**src/rtl/vend_sale_ctrl.sv**
```systemverilog
module vend_sale_ctrl #(
  parameter int SEC_CYC  = 50_000_000,
  parameter int FAST_CYC = 5_000_000,
  parameter int PAY_SECS = 1,
  parameter int CHG_SECS = 5
) (
  input  logic        clk,
  input  logic        rst_n,
  input  logic [2:0]  product,
  input  logic        coin_half,
  input  logic        coin_one,
  input  logic        coin_five,
  input  logic        coin_ten,
  output logic [3:0]  phase,
  output logic [11:0] disp_bcd,
  output logic [2:0]  disp_dp,
  output logic        led
);
  localparam int AW      = 10;
  localparam int DW      = 12;
  localparam int SW      = AW + DW;
  localparam int MAX_AMT = 999;
  localparam int PAY_CYC = PAY_SECS * SEC_CYC;
  localparam int CHG_CYC = CHG_SECS * SEC_CYC;
  localparam int TW      = $clog2(CHG_CYC > PAY_CYC ? CHG_CYC : PAY_CYC) + 1;
  localparam int BW      = $clog2(SEC_CYC > FAST_CYC ? SEC_CYC : FAST_CYC) + 1;
  localparam int CW      = $clog2(AW) + 1;

  localparam logic [3:0] PH_IDLE = 4'b0001;
  localparam logic [3:0] PH_SEL  = 4'b0010;
  localparam logic [3:0] PH_PAY  = 4'b0100;
  localparam logic [3:0] PH_CHG  = 4'b1000;

  localparam logic [1:0] LM_OFF  = 2'd0;
  localparam logic [1:0] LM_FAST = 2'd1;
  localparam logic [1:0] LM_ON   = 2'd2;
  localparam logic [1:0] LM_SLOW = 2'd3;

  logic [AW-1:0] price_lv, price_q, eff_price, paid, chg, paid_nx, src;
  logic [AW:0]   coin_sum, sum_raw;
  logic          prod_ok, coin_any, coin_ok;
  logic [3:0]    ph_nx;
  logic [TW-1:0] tmr;

  always_comb begin
    case (product)
      3'd1:    price_lv = AW'(10);
      3'd2:    price_lv = AW'(35);
      3'd3:    price_lv = AW'(50);
      default: price_lv = '0;
    endcase
  end

  assign prod_ok   = (price_lv != '0);
  assign eff_price = (phase == PH_CHG) ? price_q : price_lv;
  assign coin_any  = coin_half | coin_one | coin_five | coin_ten;
  assign coin_ok   = ((phase == PH_SEL) || (phase == PH_PAY)) && prod_ok;
  assign coin_sum  = (coin_half ? (AW+1)'(5)   : '0) + (coin_one ? (AW+1)'(10)  : '0)
                   + (coin_five ? (AW+1)'(50)  : '0) + (coin_ten ? (AW+1)'(100) : '0);
  assign sum_raw   = {1'b0, paid} + coin_sum;
  assign paid_nx   = (sum_raw > (AW+1)'(MAX_AMT)) ? AW'(MAX_AMT) : sum_raw[AW-1:0];
  assign disp_dp   = 3'b010;

  always_comb begin
    ph_nx = phase;
    case (phase)
      PH_IDLE: if (prod_ok) ph_nx = PH_SEL;
      PH_SEL:  if (!prod_ok) ph_nx = PH_IDLE;
               else if (coin_any) ph_nx = PH_PAY;
      PH_PAY:  if (!prod_ok) ph_nx = PH_IDLE;
               else if (paid >= price_lv && tmr >= TW'(PAY_CYC - 1)) ph_nx = PH_CHG;
      PH_CHG:  if (tmr == TW'(CHG_CYC - 1)) ph_nx = PH_IDLE;
      default: ph_nx = PH_IDLE;
    endcase
  end

  always_ff @(posedge clk or negedge rst_n) begin
    if (!rst_n) begin
      phase   <= PH_IDLE;
      tmr     <= '0;
      paid    <= '0;
      chg     <= '0;
      price_q <= '0;
    end else begin
      phase <= ph_nx;
      if (ph_nx != phase) tmr <= '0;
      else if (phase == PH_PAY && tmr >= TW'(PAY_CYC - 1)) tmr <= tmr;
      else if (phase == PH_PAY || phase == PH_CHG) tmr <= tmr + 1'b1;
      if (ph_nx == PH_IDLE) paid <= '0;
      else if (coin_ok) paid <= paid_nx;
      if (ph_nx == PH_IDLE) chg <= '0;
      else if (phase == PH_PAY && ph_nx == PH_CHG) chg <= paid - price_lv;
      if (phase != PH_CHG) price_q <= price_lv;
    end
  end

  // status LED
  logic [1:0]    mode_c, mode_q;
  logic [BW-1:0] blk;

  always_comb begin
    if (phase == PH_IDLE || eff_price == '0) mode_c = LM_OFF;
    else if (paid < eff_price)               mode_c = LM_FAST;
    else if (paid == eff_price)              mode_c = LM_ON;
    else                                     mode_c = LM_SLOW;
  end

  always_ff @(posedge clk or negedge rst_n) begin
    if (!rst_n) begin
      mode_q <= LM_OFF;
      blk    <= '0;
      led    <= 1'b0;
    end else if (mode_c != mode_q) begin
      mode_q <= mode_c;
      blk    <= '0;
      led    <= (mode_c != LM_OFF);
    end else begin
      case (mode_q)
        LM_FAST: if (blk == BW'(FAST_CYC - 1)) begin blk <= '0; led <= ~led; end
                 else blk <= blk + 1'b1;
        LM_SLOW: if (blk == BW'(SEC_CYC - 1)) begin blk <= '0; led <= ~led; end
                 else blk <= blk + 1'b1;
        LM_ON:   led <= 1'b1;
        default: led <= 1'b0;
      endcase
    end
  end

  // iterative binary to BCD
  always_comb begin
    case (phase)
      PH_SEL:  src = price_lv;
      PH_PAY:  src = paid;
      PH_CHG:  src = chg;
      default: src = '0;
    endcase
  end

  logic [SW-1:0] cv_sh, cv_adj, cv_shl;
  logic [CW-1:0] cv_cnt;
  logic          cv_busy, conv_done;

  always_comb begin
    cv_adj = cv_sh;
    for (int d = 0; d < DW / 4; d++)
      if (cv_adj[AW + 4*d +: 4] >= 4'd5) cv_adj[AW + 4*d +: 4] = cv_adj[AW + 4*d +: 4] + 4'd3;
    cv_shl = cv_adj << 1;
  end

  always_ff @(posedge clk or negedge rst_n) begin
    if (!rst_n) begin
      cv_sh     <= '0;
      cv_cnt    <= '0;
      cv_busy   <= 1'b0;
      conv_done <= 1'b0;
      disp_bcd  <= '0;
    end else if (!cv_busy) begin
      cv_sh     <= {{DW{1'b0}}, src};
      cv_cnt    <= '0;
      cv_busy   <= 1'b1;
      conv_done <= 1'b0;
    end else begin
      cv_sh  <= cv_shl;
      cv_cnt <= cv_cnt + 1'b1;
      if (cv_cnt == CW'(AW - 1)) begin
        cv_busy   <= 1'b0;
        conv_done <= 1'b1;
        disp_bcd  <= cv_shl[SW-1:AW];
      end else begin
        conv_done <= 1'b0;
      end
    end
  end
endmodule

```
**config.mk**
```make
export PLATFORM = sky130hd
export DESIGN_NAME = vend_sale_ctrl
export DESIGN_NICKNAME = d
export VERILOG_FILES = /design/src/rtl/vend_sale_ctrl.sv
export SDC_FILE = /design/constraint.sdc
export NUM_CORES = 1
export LEC_CHECK = 0
export CORE_MARGIN = 4
export CORE_UTILIZATION = 50
export DETAILED_ROUTE_END_ITERATION = 8
export HOLD_SLACK_MARGIN = 0.15
export PLACE_DENSITY_LB_ADDON = 0.12
export SYNTH_ARGS = -nofsm -noshare
export SYNTH_HDL_FRONTEND = slang
export SYNTH_SLANG_ARGS = --single-unit
```
**constraint.sdc**
```tcl
create_clock -name clk -period 4.8 [get_ports clk]
set_input_delay 1.44 -clock clk [delete_from_list [all_inputs] [get_ports clk]]
set_output_delay 1.44 -clock clk [all_outputs]
set_load 0.1 [all_outputs]
```
Yosys cells after proc, flatten, opt, wreduce, memory -nomap -nowiden

Index checks and enable logic that the tools add are counted.

Register bits after elaboration: 133
Output and inout bits: 20
Logic and storage cells: 114

Add/subtract/negate cells: 11
Order comparisons: 7
Equality and inequality tests: 23
Multiplexer cells: 40
Bitwise operators: 4
Reduce and logical (&&, ||, !) cells: 17

Operator list:

| operator                | number |
|---|---|
| $mux W29                | 3 |
| $mux W27                | 3 |
| $mux W10                | 6 |
| $pmux W27 S2            | 1 |
| $mux W4                 | 9 |
| $pmux W10 S3            | 1 |
| $add A29 B1 Y29 const B | 1 |
| $eq A29 B28 Y1 const B  | 1 |
| $ge A29 B26 Y1 const B  | 1 |
| $add A27 B1 Y27 const B | 1 |
| $eq A27 B23 Y1 const B  | 1 |
| $eq A27 B26 Y1 const B  | 1 |
| $mux W22                | 1 |
| $pmux W6 S3             | 1 |
| $pmux W4 S4             | 1 |
| $ge A4 B3 Y1 const B    | 3 |
| $add A10 B8 Y11         | 1 |
| $gt A11 B10 Y1 const B  | 1 |
| $eq A10 B10 Y1          | 1 |
| $ge A10 B10 Y1          | 1 |
| $logic_not A10 Y1       | 1 |
| $lt A10 B10 Y1          | 1 |
| $reduce_bool A10 Y1     | 1 |
| $sub A10 B10 Y10        | 1 |
| 34 further kinds        | 59 |

Depth between registers and ports, before layout

Gate-level depths: netlist of run 1.

Word-level depth: 11
Gate-level depth with buffers: 14

Worst setup path before layout of run 1

OpenSTA, ideal clock, no wires.

Path type: input port to flip-flop
Start point: input product[2]
End point: register blk[26]
Setup time: 79 ps
Data arrival time: 4047 ps
Slack: 674 ps
Cell stages on the path: 11
Cells stage by stage: o21ba_2 clkbuf_1 a21boi_0 ha_1 nor2b_1 o41ai_2 nand3_1 nor2_8 buf_6 nand4_1 mux2i_1

Word-level cells in the longest chain between the ends: 9
Elaborated cells on any way between the ends: 15
Those cells by class: 1 x order compare; 5 x eq/ne; 6 x mux; 3 x reduce/logical

Ends and longest elaborated chain:

| element                                                         | line | source |
|---|---|---|
| from (decl)                                                     | 9    | `input logic [2:0] product,` |
| $eq A3 B2 Y1 / $eq A3 B1 Y1 (equally long branches)             | 46   | `case (product)` |
| $pmux W6 S3 (*)                                                 | 46   |  |
| named net price_lv[1]                                           | 39   | `logic [AW-1:0] price_lv, price_q, eff_price, paid, chg, paid_nx, src;` |
| $mux W10 (*)                                                    | 55   | `assign eff_price = (phase == PH_CHG) ? price_q : price_lv;` |
| branches (longest 3 deep; another with $lt A10 B10 Y1)          | --   |  |
| $mux W2 (*)                                                     | 102  | `if (phase == PH_IDLE \|\| eff_price == '0) mode_c = LM_OFF;` |
| $ne A2 B2 Y1 (*)                                                | 113  | `end else if (mode_c != mode_q) begin` |
| $reduce_bool A3 Y1 (no line) / $mux W27 (equally long branches) | --   |  |
| to (signal assigned)                                            | 120  | `else blk <= blk + 1'b1;` |
| to (signal assigned)                                            | 122  | `else blk <= blk + 1'b1;` |
| to (decl)                                                       | 99   | `logic [BW-1:0] blk;` |

Mark *: on every way through the listed nets, which the timed path passes.
A chain may end at the register's enable or synchronous reset.

Worst setup path in the final report of run 1

Start point: input coin_one
End point: register paid[4]

Word-level cells in the longest chain between the ends: 9
Elaborated cells on any way between the ends: 17
Those cells by class: 4 x add/sub; 1 x order compare; 1 x eq/ne; 7 x mux; 3 x bitwise; 1 x reduce/logical

Ends and longest elaborated chain:

| element              | line | source |
|---|---|---|
| from (decl)          | 11   | `input logic coin_one,` |
| $mux W4              | 58   | `assign coin_sum = (coin_half ? (AW+1)'(5) : '0) + (coin_one ? (AW+1)'(10) : '0)` |
| $add A3 B4 Y5        | 58   |  |
| $add A5 B6 Y7        | 59   | `+ (coin_five ? (AW+1)'(50) : '0) + (coin_ten ? (AW+1)'(100) : '0);` |
| $add A7 B7 Y8        | 59   |  |
| $add A10 B8 Y11      | 60   | `assign sum_raw = {1'b0, paid} + coin_sum;` |
| $gt A11 B10 Y1       | 61   | `assign paid_nx = (sum_raw > (AW+1)'(MAX_AMT)) ? AW'(MAX_AMT) : sum_raw[AW-1:0];` |
| $mux W10             | 61   |  |
| $mux W10             | 90   | `else if (coin_ok) paid <= paid_nx;` |
| $mux W10             | 89   | `if (ph_nx == PH_IDLE) paid <= '0;` |
| to (signal assigned) | 90   |  |
| to (decl)            | 39   |  |

Several ways; a longest one is shown, not always the timed one. The select of a mux whose other input is x is not followed.

==> results of run 1 <==
-- cell usage after synthesis (6+ instances only) --
cell type / count
sky130_fd_sc_hd__a211oi_1: 6
sky130_fd_sc_hd__a21o_1: 6
sky130_fd_sc_hd__a21oi_1: 33
sky130_fd_sc_hd__a22oi_1: 16
sky130_fd_sc_hd__and2_1: 18
sky130_fd_sc_hd__and3_1: 9
sky130_fd_sc_hd__and4_1: 6
sky130_fd_sc_hd__clkbuf_1: 21
sky130_fd_sc_hd__dfrtp_1: 127
sky130_fd_sc_hd__ha_1: 31
sky130_fd_sc_hd__inv_1: 22
sky130_fd_sc_hd__mux2_2: 10
sky130_fd_sc_hd__nand2_1: 71
sky130_fd_sc_hd__nand2b_1: 11
sky130_fd_sc_hd__nand3_1: 38
sky130_fd_sc_hd__nand4_1: 16
sky130_fd_sc_hd__nor2_1: 81
sky130_fd_sc_hd__nor2b_1: 16
sky130_fd_sc_hd__nor3_1: 10
sky130_fd_sc_hd__nor3b_1: 8
sky130_fd_sc_hd__nor4_1: 9
sky130_fd_sc_hd__nor4b_1: 7
sky130_fd_sc_hd__o21a_1: 7
sky130_fd_sc_hd__o21ai_0: 54
sky130_fd_sc_hd__o21ai_1: 14
sky130_fd_sc_hd__xnor2_1: 29
sky130_fd_sc_hd__xor2_1: 20
-- logic make-up (layout without fill, tap and decap cells) --
family,count (synthesis),in the layout,synth area share (%)
compound gates,186,186,16.3
xor+xnor,50,50,5.86
fa+ha+maj,36,36,6.42
buf+inv,53,89,3.13
flops,128,128,42.1
mux,16,16,2.34
other cells,2,3,0.0988
simple gates,336,336,23.7
-- placed cells by master, fill, tap and decap left out, drive strengths merged, types with 8 or more instances in the layout --
cell type and instances:
nor3b 8, inv 22, a22oi 16, nor4b 8, nor2b 16, a21oi 33
nor4 9, nor2 82, buf 11, and2 19, nor3 11, nand2b 11
xor2 20, ha 31, or4 9, nand3 38, nand2 71, o21ai 68
clkdlybuf4s50 24, mux2 11, nand4 16, xnor2 30, and3 9, clkbuf 25
dfrtp 127
-- power groups by stage --
| stage | clock network, W | registers (W) | logic, W |
|---|---|---|---|
| global placement | 0 | 0.00119 | 0.000703 |
| global route | 0.00145 | 0.00118 | 0.000791 |
| CTS | 0.00141 | 0.00117 | 0.000722 |
| floorplan | 0 | 0.00123 | 0.000506 |
| detailed placement | 0 | 0.00119 | 0.000717 |
| finish | 0.00138 | 0.00117 | 0.000717 |
-- worst max-delay path: stages --
cell,delay [ns]
sky130_fd_sc_hd__clkdlybuf4s50_1,0.47
sky130_fd_sc_hd__fa_1,0.50
sky130_fd_sc_hd__ha_1,0.25
sky130_fd_sc_hd__fa_1,0.44
sky130_fd_sc_hd__xnor2_1,0.17
sky130_fd_sc_hd__o2bb2ai_1,0.13
sky130_fd_sc_hd__a221oi_1,0.29
sky130_fd_sc_hd__and3_1,0.21
sky130_fd_sc_hd__nand3b_1,0.08
sky130_fd_sc_hd__a41oi_1,0.47
sky130_fd_sc_hd__o21ai_0,0.16
-- metal layers --
| metal | global-route usage (%) | wire length [um] | vias to the layer above |
|---|---|---|---|
| met1 | 25.3 | 7540 | 2978 |
| met2 | 33.1 | 7980 | 136 |
| met4 | 5.54 | 222 | 0 |
| met3 | 4.55 | 620 | 25 |
| li1 | - | - | 2979 |
| met5 | 0 | 0 | - |
-- final timing paths --
check	slack, ns	cells past startpoint	start	endpoint
max in group asynchronous	2.77	2	rst_n	phase[0]$_DFF_PN1_
worst max-delay path	0.45	11	coin_one	paid[4]$_DFFE_PN0P_
worst max register to register	1.08	12	phase[1]$_DFF_PN0_	blk[4]$_DFFE_PN0P_
min in group asynchronous	1.16	1	rst_n	cv_sh[11]$_DFF_PN0_
worst min register to register	0.45	2	cv_sh[0]$_DFF_PN0_	cv_sh[1]$_DFF_PN0_
worst min-delay path	0.45	2	cv_sh[0]$_DFF_PN0_	cv_sh[1]$_DFF_PN0_
-- sequential cells by signal, summed over array words and instances, names as in the netlist, 2 cells and up --
signal    count
paid         10
mode_q        2
cv_cnt        5
blk          27
price_q       5
disp_bcd     12
cv_sh        22
chg          10
phase         4
tmr          29
-- per-stage QoR --
step	hold slack, ns	setup slack (ns)	total power [W]	util [%]
floorplan	0.430	0.674	0.00174	-
CTS	0.455	0.471	0.00330	59.0
global placement	0.440	0.104	0.00189	54.6
finish	0.454	0.455	0.00327	59.0
global route	0.479	0.260	0.00342	59.0
detailed placement	0.443	0.0326	0.00191	54.6
-- cell type report --
class,instances,area (um^2)
Fill cell,1239,6030
Multi-Input combinational cell,627,4170
Sequential cell,128,3200
Clock buffer,25,526
Timing Repair Buffer,35,335
Tap cell,184,230
Clock inverter,7,121
Inverter,22,82.6
==> results.md, run 1 <==
* Core ar. at around 15,000 um^2
* Number of distinct library cells after synthesis at 75
* DR DRC count at 0
* Peak supply drop at 0.317 mV
* Clock-pin slew of the registers on the worst-case setup and hold paths at roughly 0.050 ns
* Area of placed instances at about 8000 um^2
* Clk Latency, worst-skew pair at 0.42 ns
* Number of maximum-capacitance constraint violations at 0
* Syn-to-layout area delta at 14.0%
* Drt wl/cell at around 16 um
* Slew Limit Headroom at about a third
* Final Routed Wirelength at about 16,000 um
* # Post-CTS Setup Buffers at 0
* Shortest clock period the worst path allows after layout at between 4 and 5 ns
* Combinational share of power at between 20% and 30%
* Cell taking the most area after synthesis: sky130_fd_sc_hd__dfrtp_1
* Number of endpoints with negative hold slack in the final report at 0
* Wire length of the first global-routing pass at roughly 28,000 um
* Pin count of the biggest net entering global routing at between 70 and 80
* Count of hold buffers inserted by post-cts repair at 0
* Synth top area cells: sky130_fd_sc_hd__dfrtp_1, sky130_fd_sc_hd__ha_1, sky130_fd_sc_hd__nor2_1, sky130_fd_sc_hd__o21ai_0, sky130_fd_sc_hd__nand2_1
* Seq pwr share at a little over a third
* Final GP Congestion at roughly 0.89
* Final cycle utilization of the critical path at between 90% and 100%
* Result of the run: completed
* Sort of element at the start of the critical path: input port
* Critical path class: input port to register
* Total iterations of the first detailed-routing run at 5
* Number of clock sinks at roughly 130
* Highest achievable clock rate at 0.230 GHz
* Syn. warnings at 0
* Cts bufs inserted at 17
* Total number of nets in the final design at 876
* Antenna Diode Count at 0
* Number of endpoints failing setup at the final stage at 0
* Number of synthesized flops with an enable pin at 0
* H-tree level count at 4
* Overall global routing resource usage at roughly a fifth
* Die span in y at between 100 and 150 um
* Vias in the first global route at slightly above 6k
* Switching power at roughly 0.0010 W
* Std cell rows at between 40 and 50
* Share of total power in the clock network at between 40% and 50%
* Final instance area at 8670 um^2
* Post-Layout Cell Count at between 1k and 1.5k
* Nature of the critical path endpoint: register
* Ratio of routed vias to standard cells at just under 6
* Buffers on Ports at 25
* Final global-route overflow total at 0
* Data arrival time of the worst path at 4.62 ns
* Power per Cell Area at 378 nW/um^2
* Share of the synthesized area in the top cell type at between 40% and 50%
* CTS tree: built
* Internal at approximately 0.0023 W
* Maximum buffer depth of the clock tree at 2
* Initial antenna violation count at 0
* Fraction of layout cells with a size suffix above 1 at 9.24%
* Pins over their slew limit at 0
* Combined area of all synthesized cells at around 7600 um^2
* Cts repair resizes at 0
* Critical path fanouts, max at 6
* Most frequently used flop master after synthesis: sky130_fd_sc_hd__dfrtp_1
* Mapped Cells at approximately 800
* Remaining antenna violation count at 0
* Count of placed standard cells including taps at ~1,000
* Initial core utilization at between 50% and 60%
* Data required time of the worst path at between 5 and 6 ns
* Final Skew at 0.00774 ns
* Post-synthesis area per instance at ~9.4 um^2
* Kind of path behind the tightest hold check: register to register
* Worst-margin pin slew at 1.01 ns
* 1st-iter DRT viols at 423
* Detailed-placement wirelength estimate at about 11,000 um
* Overall via count from detail_route at just over 6k
* Total die area at roughly 17,000 um^2
* Top Ports at 29
* Die Wd at about 130 um
* Post-synthesis sequential element count at approximately 130
* Proportion of synthesized chip area in sequential cells at 42.1%
* TNS Setup at 0 ns
* Async S/R FF share, synth at between 90% and 100%
* Unrepaired setup endpoints after global routing: no
* Pleak at 3.64 nW
* Root Buffer: sky130_fd_sc_hd__clkbuf_16
* Switching fraction of total power at 30.4%
(Power assumes the default switching activity.)
==> run 2: changes to the inputs <==
Settings changed: PLACE_DENSITY from default to 0.66, PLACE_DENSITY_LB_ADDON 0.12 to default.
==> results.md, run 2 (synthesis gave the netlist of run 1 again) <==
* Result of the run: completed
* Core ar. at 14,700 um^2 (unchanged)
* Shortest clock period the worst path allows after layout at 4.33 ns (-0.0143 ns)
* Buffers on Ports at 25 (unchanged)
* Count of hold buffers inserted by post-cts repair at 0 (unchanged)
* Clk Latency, worst-skew pair at 0.41 ns (about the same)
* Ratio of routed vias to standard cells at 5.87 (-1.4%)
* Pins over their slew limit at 0 (unchanged)
* Highest achievable clock rate at 0.231 GHz (+0.33%)
* Post-layout total power at 0.00318 W (-2.7%)
* Critical path class: input port to register
* Unrepaired setup endpoints after global routing: no
* DR DRC count at 0 (unchanged)
* Fraction of layout cells with a size suffix above 1 at 8.92% (-0.32 points)
* Series of cell instances along the critical path: clkdlybuf4s50_1, fa_1, ha_1, fa_1, and2_1, a21o_1, a221oi_1, and3_1, nand3b_1, a41oi_1, o21ai_0
* Syn-to-layout area delta at 13.4%
* Max reg flops at 29 (unchanged)
* Overall global routing resource usage at 19.0% (-0.55 points)
* Antenna Diode Count at 0 (unchanged)
* Wire length of the first global-routing pass at 27,600 um (-3.0%)
* Top Layer Used: met4
* Reg2reg end: blk[3]$_DFFE_PN0P_
* Initial core utilization at 51.7% (unchanged)
* Nature of the critical path endpoint: register
* Slack of the worst reg-to-reg path at 0.97 ns (-0.11 ns)
* Largest stage delay on the critical path at 0.51 ns (about the same)
* Top register by number of flip-flops: tmr
* Data arrival time of the worst path at 4.60 ns (-0.02 ns)
* Total die area at 17,200 um^2 (unchanged)
* Overall via count from detail_route at 6,012 (-1.7%)
* Final instance area at 8620 um^2 (-0.55%)
* Root Buffer: sky130_fd_sc_hd__clkbuf_16
* Worst-margin pin slew at 1.02 ns (+0.00967 ns)
* Reg-to-reg startpoint: phase[1]$_DFF_PN0_
* Initial antenna violation count at 0 (unchanged)
* Die span in y at 131 um (unchanged)
* Smallest hold slack at 0.458 ns (+0.00314 ns)
* Final global-route overflow total at 0 (unchanged)
* Number of clock sinks at 128 (unchanged)
* Data required time of the worst path at 5.07 ns (about the same)
* Cts repair resizes at 0 (unchanged)
* Vias in the first global route at 6,006 (-1.2%)
* TNS Setup at 0 ns (unchanged)
* Worst min-delay path startpoint: cv_sh[8]$_DFF_PN0_
* Most frequent cell on the critical path: sky130_fd_sc_hd__fa_1
* Cts bufs inserted at 17 (unchanged)
* Slew Limit Headroom at 31.2% (-1.3 points)
* Pin count of the biggest net entering global routing at 84 (+18%)
* Number of endpoints failing setup at the final stage at 0 (unchanged)
* Regs by FF count: tmr x29, blk x27, cv_sh x22
* Total number of nets in the final design at 876 (unchanged)
* Met1 Routed Length at 7440 um (-1.3%)
* Peak supply drop at 0.307 mV (-3.1%)
* Die Wd at 131 um (unchanged)
* Kind of path behind the tightest hold check: register to register
* H-tree level count at 4 (unchanged)
* Number of maximum-capacitance constraint violations at 0 (unchanged)
* Final GP Congestion at 0.888 (about the same)
* Drt wl/cell at 15.6 um (-2.2%)
* Final cycle utilization of the critical path at 90.2% (-0.30 points)
* Maximum buffer depth of the clock tree at 2 (unchanged)
* Total iterations of the first detailed-routing run at 5 (unchanged)
* Sum of met3 wire segment lengths after detailed routing at 509 um (-18%)
* Detailed-placement wirelength estimate at 11,400 um (-0.39%)
* Top Ports at 29 (unchanged)
* Sort of element at the start of the critical path: input port
* Area of placed instances at 8020 um^2 (unchanged)
* Number of fill cells in the layout at 1,256 (+1.4%)
* Commonest cells after routing, fill and taps aside: sky130_fd_sc_hd__dfrtp_1, sky130_fd_sc_hd__nor2_1, sky130_fd_sc_hd__nand2_1
* Final Skew at 0.00773 ns (-0.0000110 ns)
* Hold endpoint: cv_sh[9]$_DFF_PN0_
* Cell depth of the worst min-delay path at 2 (unchanged)
* Clock-pin slew of the registers on the worst-case setup and hold paths at 0.05 ns (about the same)
* Pleak at 3.63 nW (-0.26%)
* Std cell rows at 44 (unchanged)
* Remaining antenna violation count at 0 (unchanged)
* 1st-iter DRT viols at 383 (-9.5%)
* Power per Cell Area at 369 nW/um^2 (-2.2%)
* Core occupancy in the finished layout at 58.6% (-0.32 points)
* Reg2Reg Depth at 11 (-1)
* Detail Route met2 WL at 7860 um (-1.4%)
* Most common cell after layout, fill and taps aside: sky130_fd_sc_hd__dfrtp_1
* CTS tree: built
* Critical path fanouts, max at 6 (unchanged)
* Final Routed Wirelength at 16,000 um (-2.5%)
* Critical Path Slowest Stage Cell: sky130_fd_sc_hd__fa_1
* # Post-CTS Setup Buffers at 0 (unchanged)
* Number of endpoints with negative hold slack in the final report at 0 (unchanged)
[run 2: report_power, final]
part	leakage, nW	internal, W	switching (W)	total (W)
logic	1.57	0.000254	0.000465	0.000718
clock network	0.297	0.000853	0.000441	0.00129
registers	1.77	0.00111	0.0000629	0.00117
total	3.63	0.00222	0.000968	0.00318
[run 2: cell type report]
cell class	instances	area [um^2]	area share, %
multi-input combinational	627	4170	48.4
sequential	128	3200	37.2
clock buffer	25	526	6.10
timing repair buffer	35	335	3.89
tap	184	230	2.67
inverter	22	82.6	0.958
clock inverter	4	73.8	0.856
[run 2: worst max-delay path by stage]
| stage | from | endpoint | slack (ns) | depth (start not counted) |
|---|---|---|---|---|
| final | coin_one | paid[4]$_DFFE_PN0P_ | 0.47 | 11 |
| after global placement | coin_one | paid[4]$_DFFE_PN0P_ | 0.1 | 11 |
| after detailed placement | coin_one | paid[4]$_DFFE_PN0P_ | 0.03 | 11 |
| after global routing | coin_one | paid[4]$_DFFE_PN0P_ | 0.24 | 11 |
| after floorplan | product[2] | blk[26]$_DFFE_PN0P_ | 0.67 | 11 |
| after CTS | coin_one | paid[4]$_DFFE_PN0P_ | 0.46 | 11 |
[run 2: worst max-delay path: cells and delay by family]
| kind | cells | cell delay (ns) |
|---|---|---|
| AOI/OAI and AO/OA | 4 | 1.00 |
| adders and majority gates | 3 | 1.20 |
| buffers and inverters | 1 | 0.47 |
| and+or+nand+nor | 3 | 0.48 |
[run 2: routing by layer]
layer  GRT usage [%]  vias up
li1                -     2968
met1            24.2     2932
met2            32.7       97
met3            4.51       15
met4            4.78        0
met5               0        -
[run 2: stage by stage]
step	setup slack, ns	instances
finish	0.469	1025
global route	0.239	1025
CTS	0.463	1025
detailed placement	0.0306	996
global placement	0.0961	996
floorplan	0.674	808
==> run 3: changes to the inputs <==
Settings changed: CORE_MARGIN 4 to 2.
==> results.md, run 3 (synthesis gave the netlist of run 1 again) <==
* Worst-margin pin slew at 1.05 ns (+0.0259 ns)
* Most common cell after layout, fill and taps aside: sky130_fd_sc_hd__dfrtp_1
* Count of hold buffers inserted by post-cts repair at 0 (unchanged)
* Overall global routing resource usage at 21.6% (+2.6 points)
* Pleak at 3.62 nW (-0.13%)
* Detailed-placement wirelength estimate at 11,400 um (+0.45%)
* Top Ports at 29 (unchanged)
* Die Wd at 127 um (-3.0%)
* Regs by FF count: tmr x29, blk x27, cv_sh x22
* Smallest hold slack at 0.459 ns (+0.00149 ns)
* Final global-route overflow total at 0 (unchanged)
* Largest stage delay on the critical path at 0.51 ns (about the same)
* Worst setup timing slack at the placement stage at 0.0150 ns (-0.0156 ns)
* Remaining antenna violation count at 0 (unchanged)
* Shortest clock period the worst path allows after layout at 4.36 ns (+0.0283 ns)
* Nature of the critical path endpoint: register
* DR DRC count at 0 (unchanged)
* Buffers on Ports at 25 (unchanged)
* Family with the most delay on the worst path: adder cells
* Maximum buffer depth of the clock tree at 2 (unchanged)
* Fraction of layout cells with a size suffix above 1 at 9.24% (+0.32 points)
* Cts bufs inserted at 17 (unchanged)
* Critical path class: input port to register
* Final GP Congestion at 0.893 (+0.59%)
* Vias in the first global route at 5,984 (-0.37%)
* Number of maximum-capacitance constraint violations at 0 (unchanged)
* Std cell rows at 45 (+2.3%)
* Sort of element at the start of the critical path: input port
* Drt wl/cell at 15.8 um (+1.8%)
* # Post-CTS Setup Buffers at 0 (unchanged)
* Critical Path Slowest Stage Cell: sky130_fd_sc_hd__fa_1
* Footprint of the multi-input gates at 4170 um^2 (unchanged)
* Result of the run: completed
* Data required time of the worst path at 5.09 ns (+0.02 ns)
* Number of clock sinks at 128 (unchanged)
* Max reg flops at 29 (unchanged)
* Syn-to-layout area delta at 13.6%
* Die span in y at 127 um (-3.0%)
* Number of endpoints failing setup at the final stage at 0 (unchanged)
* Initial antenna violation count at 0 (unchanged)
* Final Skew at 0.00822 ns (+0.000496 ns)
* Final Routed Wirelength at 16,400 um (+2.5%)
* Peak supply drop at 0.295 mV (-4.1%)
* Number of endpoints with negative hold slack in the final report at 0 (unchanged)
* Total die area at 16,200 um^2 (-6.0%)
* H-tree level count at 4 (unchanged)
* Power per Cell Area at 373 nW/um^2 (+1.0%)
* Worst path setup slack after routing at 0.441 ns (-0.0283 ns)
* Critical path fanouts, max at 6 (unchanged)
* Root Buffer: sky130_fd_sc_hd__clkbuf_16
* 1st-iter DRT viols at 303 (-21%)
* Total iterations of the first detailed-routing run at 6 (+1)
* Highest achievable clock rate at 0.229 GHz (-0.65%)
* Commonest cells after routing, fill and taps aside: sky130_fd_sc_hd__dfrtp_1, sky130_fd_sc_hd__nor2_1, sky130_fd_sc_hd__nand2_1
* Core ar. at 15,000 um^2 (+2.3%)
* Data arrival time of the worst path at 4.65 ns (+0.05 ns)
* Top register by number of flip-flops: tmr
* Clk Latency, worst-skew pair at 0.43 ns (+0.02 ns)
* Most frequent cell on the critical path: sky130_fd_sc_hd__fa_1
* TNS Setup at 0 ns (unchanged)
* Critical path buffer and inverter count at 1 (unchanged)
* Storage element area at 3200 um^2 (unchanged)
* Number of fill cells in the layout at 1,321 (+5.2%)
* Clock-pin slew of the registers on the worst-case setup and hold paths at 0.06 ns (about the same)
* Total number of nets in the final design at 876 (unchanged)
* Kind of path behind the tightest hold check: register to register
* Antenna Diode Count at 0 (unchanged)
* Post-layout total power at 0.00322 W (+1.3%)
* Pins over their slew limit at 0 (unchanged)
* Unrepaired setup endpoints after global routing: no
* Ratio of routed vias to standard cells at 5.87 (+0.15%)
* CTS tree: built
* Wire length of the first global-routing pass at 28,300 um (+2.5%)
* Pin count of the biggest net entering global routing at 94 (+12%)
* Final cycle utilization of the critical path at 90.8% (+0.59 points)
* Cts repair resizes at 0 (unchanged)
* Series of cell instances along the critical path: clkdlybuf4s50_1, fa_1, ha_1, fa_1, and2_1, a21o_1, a221oi_1, and3_1, nand3b_1, a41oi_1, o21ai_0
* Overall via count from detail_route at 6,062 (+0.83%)
* Core occupancy in the finished layout at 57.5% (-1.2 points)
* Initial core utilization at 50.6% (-1.1 points)
* Slew Limit Headroom at 29.4% (-1.7 points)
[run 3: worst min-delay path: stages, from the launching register on]
cell and delay, ns:
sky130_fd_sc_hd__dfrtp_1 0.32, sky130_fd_sc_hd__nand2_1 0.05, sky130_fd_sc_hd__o21ai_0 0.06
[run 3: path summary, 6_finish.rpt]
| check | start | end | slack, ns | cells past startpoint |
|---|---|---|---|---|
| worst max-delay path | coin_one | paid[4]$_DFFE_PN0P_ | 0.44 | 11 |
| worst min-delay path | cv_sh[0]$_DFF_PN0_ | cv_sh[1]$_DFF_PN0_ | 0.46 | 2 |
| worst max register to register | phase[1]$_DFF_PN0_ | blk[4]$_DFFE_PN0P_ | 0.97 | 11 |
| worst min register to register | cv_sh[0]$_DFF_PN0_ | cv_sh[1]$_DFF_PN0_ | 0.46 | 2 |
| max in group asynchronous | rst_n | phase[0]$_DFF_PN1_ | 2.99 | 2 |
| min in group asynchronous | rst_n | disp_bcd[3]$_DFFE_PN0P_ | 0.96 | 1 |
[run 3: report_power, final]
| group | total (W) | internal (W) | switching [W] |
|---|---|---|---|
| logic | 0.000719 | 0.000253 | 0.000466 |
| registers | 0.00117 | 0.00111 | 0.0000635 |
| clock network | 0.00133 | 0.000844 | 0.000488 |
[run 3: cell type report]
class	instances	share of cell area (%)
Timing Repair Buffer	35	3.88
Inverter	22	0.956
Sequential cell	128	37.1
Clock inverter	12	1.82
Multi-Input combinational cell	627	48.2
Clock buffer	20	5.29
Tap cell	188	2.72
[run 3: through the flow]
stage               instance area, um^2  std cells
floorplan                          7610        808
global route                       8640       1032
detailed placement                 8030       1000
global placement                   8030       1000
CTS                                8640       1032
finish                             8640       1032
[run 3: metal layers]
layer | GRT usage (%) | up-vias | part of all wire [%]
li1 | - | 2961 | -
met1 | 28.6 | 2955 | 46
met2 | 35.3 | 128 | 49
met3 | 5.44 | 18 | 3.7
met4 | 6.40 | 0 | 1.2
met5 | 0 | - | 0
